--- config.mk ---
export PLATFORM = sky130hd
export DESIGN_NAME = scale_mult_stage
export DESIGN_NICKNAME = d
export VERILOG_FILES = /design/src/rtl/scale_mult_pkg.sv /design/src/rtl/scale_coef_rom.sv /design/src/rtl/scale_requant.sv /design/src/rtl/scale_mult_stage.sv
export SDC_FILE = /design/constraint.sdc
export NUM_CORES = 1
export LEC_CHECK = 0
export BUFFER_PORTS_ARGS = -buffer_cell sky130_fd_sc_hd__buf_2
export CORE_ASPECT_RATIO = 1.75
export CORE_UTILIZATION = 44
export CTS_CLUSTER_SIZE = 30
export DETAILED_ROUTE_END_ITERATION = 12
export SYNTH_ARGS = -nofsm -noshare
export SYNTH_HDL_FRONTEND = slang
export SYNTH_HIERARCHICAL = 1
export SYNTH_SLANG_ARGS = --single-unit
--- constraint.sdc ---
create_clock -name clk -period 13.9 [get_ports clk]
set_input_delay 2.78 -clock clk [delete_from_list [all_inputs] [get_ports clk]]
set_output_delay 2.78 -clock clk [all_outputs]
set_load 0.05 [all_outputs]
--- src/rtl/scale_mult_pkg.sv ---
// Package: shared constant functions for the coefficient scaling stage.
// Assumes frame positions below 64 and fraction widths below 31.
package scale_mult_pkg;

    // Cosine family member for frame position k (position 0 maps to member 1).
    function automatic real half_angle_coef(input int k);
        real d [64];
        int  top;
        top  = (k < 1) ? 1 : k;
        d[0] = 0.0;
        d[1] = $sqrt(0.5);
        for (int i = 2; i < 64; i++) begin
            if (i <= top) begin
                if (i % 2 == 0) d[i] = $sqrt(0.5 * (1.0 + d[i / 2]));
                else            d[i] = $sqrt(0.5 * (1.0 - d[i / 2]));
            end else begin
                d[i] = 0.0;
            end
        end
        return d[top];
    endfunction

    // Round-to-nearest integer code of the member with frac fraction bits.
    function automatic int coef_code(input int k, input int frac);
        return $rtoi(half_angle_coef(k) * (2.0 ** frac) + 0.5);
    endfunction

endpackage

--- src/rtl/scale_coef_rom.sv ---
// Module: frame position counter and constant coefficient table.
// Assumes coefficients lie in (0,1) and fit a DATA_W signed fraction.
module scale_coef_rom #(
    parameter int DATA_W    = 22,
    parameter int FRAME_LEN = 8,
    localparam int IDX_W    = $clog2(FRAME_LEN)
) (
    input  logic                     clk,
    input  logic                     rst_n,
    input  logic                     adv,
    output logic [IDX_W-1:0]         pos,
    output logic signed [DATA_W-1:0] coef
);
    localparam int FRAC_W = DATA_W - 1;

    logic signed [DATA_W-1:0] table_q [FRAME_LEN];

    // One constant per frame position, computed at elaboration.
    generate
        for (genvar g = 0; g < FRAME_LEN; g++) begin : g_entry
            localparam int CODE = scale_mult_pkg::coef_code(g, FRAC_W);
            assign table_q[g] = DATA_W'(CODE);
        end
    endgenerate

    // Advance the frame position on each accepted sample, wrapping at the frame end.
    always_ff @(posedge clk) begin
        if (!rst_n)
            pos <= '0;
        else if (adv)
            pos <= (pos == IDX_W'(FRAME_LEN - 1)) ? '0 : pos + 1'b1;
    end

    // Select the constant for the current position.
    always_comb coef = table_q[pos];

endmodule

--- src/rtl/scale_requant.sv ---
// Module: requantizes a full-width product in one of two modes, with saturation.
// Assumes GAIN_SHL < DATA_W-1 and RND_W < DATA_W; combinational only.
module scale_requant #(
    parameter int DATA_W   = 22,
    parameter int RND_W    = 17,
    parameter int GAIN_SHL = 1,
    localparam int PROD_W  = 2 * DATA_W
) (
    input  logic signed [PROD_W-1:0] prod,
    input  logic                     rnd,
    output logic signed [DATA_W-1:0] y
);
    localparam int F_W   = DATA_W - 1;
    localparam int R_W   = RND_W - 1;
    localparam int SH_R  = 2 * F_W - GAIN_SHL - R_W;
    localparam int SH_T  = F_W - GAIN_SHL;
    localparam int PAD_W = F_W - R_W;

    localparam logic signed [PROD_W-1:0] HALF  = PROD_W'(1) << (SH_R - 1);
    localparam logic signed [PROD_W-1:0] R_MAX = {{(PROD_W-R_W){1'b0}}, {R_W{1'b1}}};
    localparam logic signed [PROD_W-1:0] R_MIN = {{(PROD_W-R_W){1'b1}}, {R_W{1'b0}}};
    localparam logic signed [PROD_W-1:0] T_MAX = {{(PROD_W-F_W){1'b0}}, {F_W{1'b1}}};
    localparam logic signed [PROD_W-1:0] T_MIN = {{(PROD_W-F_W){1'b1}}, {F_W{1'b0}}};

    logic signed [PROD_W-1:0] sum_r, q_r, q_t;
    logic signed [DATA_W-1:0] y_r, y_t;

    // Round mode: add half a coarse LSB, shift, clamp and left-align.
    always_comb begin
        sum_r = prod + HALF;
        q_r   = sum_r >>> SH_R;
        if (q_r > R_MAX)
            y_r = {1'b0, {R_W{1'b1}}, {PAD_W{1'b0}}};
        else if (q_r < R_MIN)
            y_r = {1'b1, {R_W{1'b0}}, {PAD_W{1'b0}}};
        else
            y_r = {q_r[R_W:0], {PAD_W{1'b0}}};
    end

    // Truncate mode: drop low bits (floor) and clamp.
    always_comb begin
        q_t = prod >>> SH_T;
        if (q_t > T_MAX)
            y_t = {1'b0, {F_W{1'b1}}};
        else if (q_t < T_MIN)
            y_t = {1'b1, {F_W{1'b0}}};
        else
            y_t = q_t[F_W:0];
    end

    // Pick the mode result.
    always_comb y = rnd ? y_r : y_t;

endmodule

--- src/rtl/scale_mult_stage.sv ---
// Module: three-register coefficient scaling stage for a sequential 8-point
// inverse cosine transform. Stage 1 captures the sample with its constant,
// stage 2 forms the product, stage 3 requantizes. Assumes one sample per clock.
module scale_mult_stage #(
    parameter int DATA_W    = 22,
    parameter int RND_W     = 17,
    parameter int GAIN_SHL  = 1,
    parameter int FRAME_LEN = 8,
    localparam int IDX_W    = $clog2(FRAME_LEN)
) (
    input  logic                     clk,
    input  logic                     rst_n,
    input  logic                     in_valid,
    input  logic signed [DATA_W-1:0] in_data,
    input  logic                     in_rnd,
    output logic                     out_valid,
    output logic signed [DATA_W-1:0] out_data,
    output logic [IDX_W-1:0]         out_idx
);
    localparam int PROD_W = 2 * DATA_W;

    logic [IDX_W-1:0]         pos;
    logic signed [DATA_W-1:0] coef;
    logic                     s1_valid, s1_rnd;
    logic signed [DATA_W-1:0] s1_data, s1_coef;
    logic [IDX_W-1:0]         s1_idx;
    logic                     s2_valid, s2_rnd;
    logic signed [PROD_W-1:0] s2_prod;
    logic [IDX_W-1:0]         s2_idx;
    logic signed [DATA_W-1:0] y;

    scale_coef_rom #(.DATA_W(DATA_W), .FRAME_LEN(FRAME_LEN)) u_rom (
        .clk  (clk),
        .rst_n(rst_n),
        .adv  (in_valid),
        .pos  (pos),
        .coef (coef)
    );

    // Stage 1: capture the sample, its mode, its position and its constant.
    always_ff @(posedge clk) begin
        if (!rst_n) begin
            s1_valid <= 1'b0;
            s1_rnd   <= 1'b0;
            s1_data  <= '0;
            s1_coef  <= '0;
            s1_idx   <= '0;
        end else begin
            s1_valid <= in_valid;
            s1_rnd   <= in_rnd;
            s1_data  <= in_data;
            s1_coef  <= coef;
            s1_idx   <= pos;
        end
    end

    // Stage 2: full-precision signed product.
    always_ff @(posedge clk) begin
        if (!rst_n) begin
            s2_valid <= 1'b0;
            s2_rnd   <= 1'b0;
            s2_prod  <= '0;
            s2_idx   <= '0;
        end else begin
            s2_valid <= s1_valid;
            s2_rnd   <= s1_rnd;
            s2_prod  <= PROD_W'(s1_data) * PROD_W'(s1_coef);
            s2_idx   <= s1_idx;
        end
    end

    scale_requant #(.DATA_W(DATA_W), .RND_W(RND_W), .GAIN_SHL(GAIN_SHL)) u_rq (
        .prod(s2_prod),
        .rnd (s2_rnd),
        .y   (y)
    );

    // Stage 3: register the requantized result, zero in idle slots.
    always_ff @(posedge clk) begin
        if (!rst_n) begin
            out_valid <= 1'b0;
            out_data  <= '0;
            out_idx   <= '0;
        end else begin
            out_valid <= s2_valid;
            out_data  <= s2_valid ? y : '0;
            out_idx   <= s2_idx;
        end
    end

endmodule

Word level (Yosys, flattened, before mapping)

Memories as Yosys holds them, arrays and structs flattened. A register that Yosys moved wholly into a read port is not among the register bits.
Cells that the tools add are included.

ROM bits: 176
Output and inout bits: 26
Logic and storage cells: 30
Register bits: 105
Bits of input ports: 26
Memories: 1

$add $sub $neg: 2
Bitwise operators: 1
Equal/unequal tests: 1
Order comparisons: 4
Reduce and logical (&&, ||, !) cells: 2
$mul: 1
Mux-type cells: 6

Memories:

| name             | depth | bits a word | read ports | clocked after memory_dff | wr ports | line                 | text |
|---|---|---|---|---|---|---|---|
| (name not given) | 8     | 22          | 1          | 1                        | 0        | scale_coef_rom.sv:35 | `always_comb coef = table_q[pos];` |

Operator list:

| cell                   | count |
|---|---|
| $mux 22                | 5 |
| $add 44x26->44 const B | 1 |
| $mul 22x22->44         | 1 |
| $gt 24x22->1 const B   | 1 |
| $lt 24x22->1 const B   | 1 |
| $gt 19x17->1 const B   | 1 |
| $lt 19x17->1 const B   | 1 |
| $not 3->4              | 1 |
| $add 3x1->3 const B    | 1 |
| $eq 3x3->1 const B     | 1 |
| $mux 3                 | 1 |
| $reduce_and 2->1       | 1 |
| $logic_not 1->1        | 1 |

Longest topological paths before layout

Word-level depth: 5
Depth in mapped cells: 26
Mapped depth without buffers: 24

By module

The synthesis kept the hierarchy.

By module, submodules not included:

| module           | times used | sequential area each (sq um) | area each (sq um) | cells each |
|---|---|---|---|---|
| scale_mult_stage | 1          | 2,482.4                      | 21,405.5          | 2,272 |
| scale_requant    | 1          | 0.0                          | 917.1             | 153 |
| scale_coef_rom   | 1          | 60.1                         | 417.9             | 57 |

Worst setup path after synthesis

OpenSTA, ideal clock, no wires.

Path kind: register to register
Start: reg s1_data[21]
End: reg s2_prod[42]
Arrival time: 6.826 ns
Required time: 13.773 ns
Path buffers: 1
Clock period less this slack: 6.953 ns
Setup slack: 6.947 ns
Cell stages (with the launch flop): 25
Library setup time: 0.127 ns
Path through: dfxtp_1 > clkbuf_1 > and2_1 > fa_1 > inv_1 > fa_1 > inv_1 > fa_1 > inv_1 > fa_1 > inv_1 > fa_1 > fa_1 > inv_1 > fa_1 > inv_1 > ha_1 > a21o_1 > a21o_1 > a21oi_1 > nand2b_1 > nor3_4 > o31ai_4 > and3_1 > or3_1

Longest elaborated chain between the ends: 1

Ends and longest elaborated chain:

| element                | line                   | text |
|---|---|---|
| from (decl)            | scale_mult_stage.sv:25 | `logic signed [DATA_W-1:0] s1_data, s1_coef;` |
| from (signal assigned) | scale_mult_stage.sv:51 | `s1_data <= in_data;` |
| $mul 22x22->44         | scale_mult_stage.sv:67 | `s2_prod <= PROD_W'(s1_data) * PROD_W'(s1_coef);` |
| to (signal assigned)   | scale_mult_stage.sv:67 |  |
| to (decl)              | scale_mult_stage.sv:28 | `logic signed [PROD_W-1:0] s2_prod;` |

No other way between the ends.
A chain may end at the register's enable or synchronous reset.

Worst setup path after layout

Ends and elaborated chain as after synthesis.

==> flow_metrics.tcl <==
set metrics [dict create \
    grt_usage_pct 25.8 \
    die-area_sq_mm 0.0509 \
    drive_gt1_share_pct 4.68 \
    num_vias 15700 \
    crit_path_frequent_cell "fa_1" \
    clockBufferDepth 2 \
    drt_first_pass_iters 5 \
    insertion_delay_ns 0.39 \
    cts_buffers 9 \
    slew_headroom_pct 12.9 \
    initial_core_util_pct 44.5 \
    syn_avg_cell_area_sq_um 9.13 \
    fmax_mhz 130 \
    antenna_found_initial 2 \
    grt_pass1_vias 18400 \
    post_cts_buffers 0 \
    drtAntennaViolNets 0 \
    setup_viol 0 \
    htreeDepth 3 \
    nFillCells 4875 \
    hpwl_mm 47.8 \
    die_w_um 171 \
    clockRootBuffer "clkbuf_16" \
    cts_resized 0 \
    maxCapViolCount 0 \
    area_growth_pct 4.61 \
    hold_class "reg -> reg" \
    tightest_slew_ns 1.31 \
    grt_max_degree 112 \
    ir_drop_mv 0.151 \
    gr-total-overflow 0 \
    cts_tree "yes" \
    required_ns 14.16 \
    slowest_stage "dfxtp_1" \
    path_cells "and2_1, fa_1, inv_1, fa_1, inv_1, fa_1, inv_1, fa_1, inv_1, fa_1, fa_1, inv_1, fa_1, inv_1, ha_1, a21o_1, a21o_1, a21oi_1, nand2b_1, nor3_4, o31ai_4, and3_1, or3_1" \
    io_buffers 51 \
    min_period_ns 7.70 \
    drc 0 \
    die_h_um 298 \
    hold_viol 0 \
    core_area_sq_mm 0.0495 \
    synthesis.area_sq_mm 0.0220 \
    p_total_uw 2830 \
    routedWlPerCell_um 19.8 \
    slew_viol_final 0 \
    io_pins 52 \
    leakage_uw 0.0117 \
    finalSetupTns_ns 0 \
    insertedDiodeCount 0 \
    cp_num_buf_inv 6 \
    post-route-period-util_pct 55.4 \
    vias_per_cell 5.19 \
    rsz0062_at_grt "false" \
    grt_pass1_wl_mm 97.2 \
    syn_inst 2409 \
    synth_nets 3079 \
    dpl-instance-area_sq_mm 0.0227 \
    final_nets 3037 \
    drt-total-wl_mm 60.1 \
    critPathMaxFanout 22 \
    crit_path_end_kind "flop" \
    path_class "reg -> reg" \
    powerDensity_mw_per_mm2 123 \
    clkSlewWorstSetupHoldPaths_ns 0.08 \
    final_common_cell "inv_1" \
    drt_iter0_markers 651 \
    cp.arrival_ns 7.95 \
    cp-start-kind "flop" \
    num_rows 108 \
    cp_top_family "adder cells" \
    postLayoutCoreUtil_pct 46.5 \
    clock_skew_ns 0.0145 \
    slowest_delay_ns 0.79 \
    cts_hold_buf 0 \
    yosysWarnings 6 \
    final_cell_mix "inv_1, fa_1, nand2_1" \
    finalInstanceArea_sq_mm 0.0230 \
    place_congestion 0.874 \
    cts.sinks 107 \
    status "finished clean" \
]
where the power goes:
part / switching, uW / leakage, uW / internal, uW
Sequential: 78.6 / 0.000882 / 356
Clock: 126 / 0.000139 / 140
Combinational: 1240 / 0.0107 / 884
per-layer routing:
layer | vias to the layer above | track usage (%) | part of all wire (%)
met3 | 247 | 2.27 | 2.7
met5 | - | 0 | 0.042
met1 | 8085 | 24.2 | 32
met4 | 4 | 22.9 | 10
met2 | 410 | 48.5 | 55
li1 | 6985 | - | -
worst paths after layout:
kind	startpoint	end	slack (ns)	depth (start not counted)
setup / recovery	s1_data[21]$_SDFF_PN0_	s2_prod[42]$_SDFF_PN0_	6.20	23
hold / removal	s1_idx[0]$_SDFF_PN0_	s2_idx[0]$_SDFF_PN0_	0.43	1
setup reg to reg	s1_data[21]$_SDFF_PN0_	s2_prod[42]$_SDFF_PN0_	6.20	23
hold reg to reg	s1_idx[0]$_SDFF_PN0_	s2_idx[0]$_SDFF_PN0_	0.43	1
flip-flops by register name, summed over array words and instances, names as in the netlist:
name	cells
s2_prod	24
s2_valid	1
u_rom/pos	3
s2_rnd	1
s1_idx	3
out_idx	3
s1_rnd	1
out_valid	1
s1_coef	22
s1_data	22
out_data	22
s1_valid	1
s2_idx	3
final cells by class:
class                      count  area [sq um]  area share [%]
tap                          660           826            3.59
timing repair buffer          69           390            1.70
clock buffer                  10           229           0.995
inverter                     565          2130            9.24
sequential                   107          2140            9.31
clock inverter                 6          63.8           0.277
multi-input combinational   1615         17200            74.9
worst register-to-register path, delay by kind of cell, from the launching register on:
kind | cells | cell delay [ns]
compound gates | 4 | 0.67
fa+ha+maj | 8 | 3.83
buf+inv | 6 | 1.02
flops | 1 | 0.79
simple gates | 5 | 1.24
metrics by stage:
stage	hold WS (ns)	setup slack, ns	instances
6_report	0.431	6.20	3032
5_1_grt	0.470	5.70	3032
4_1_cts	0.438	6.12	3032
3_3_place_gp	0.422	6.27	3016
3_5_place_dp	0.422	6.16	3016
2_1_floorplan	0.412	6.95	2409
No activity file was read; power rests on OpenSTA's default activity.
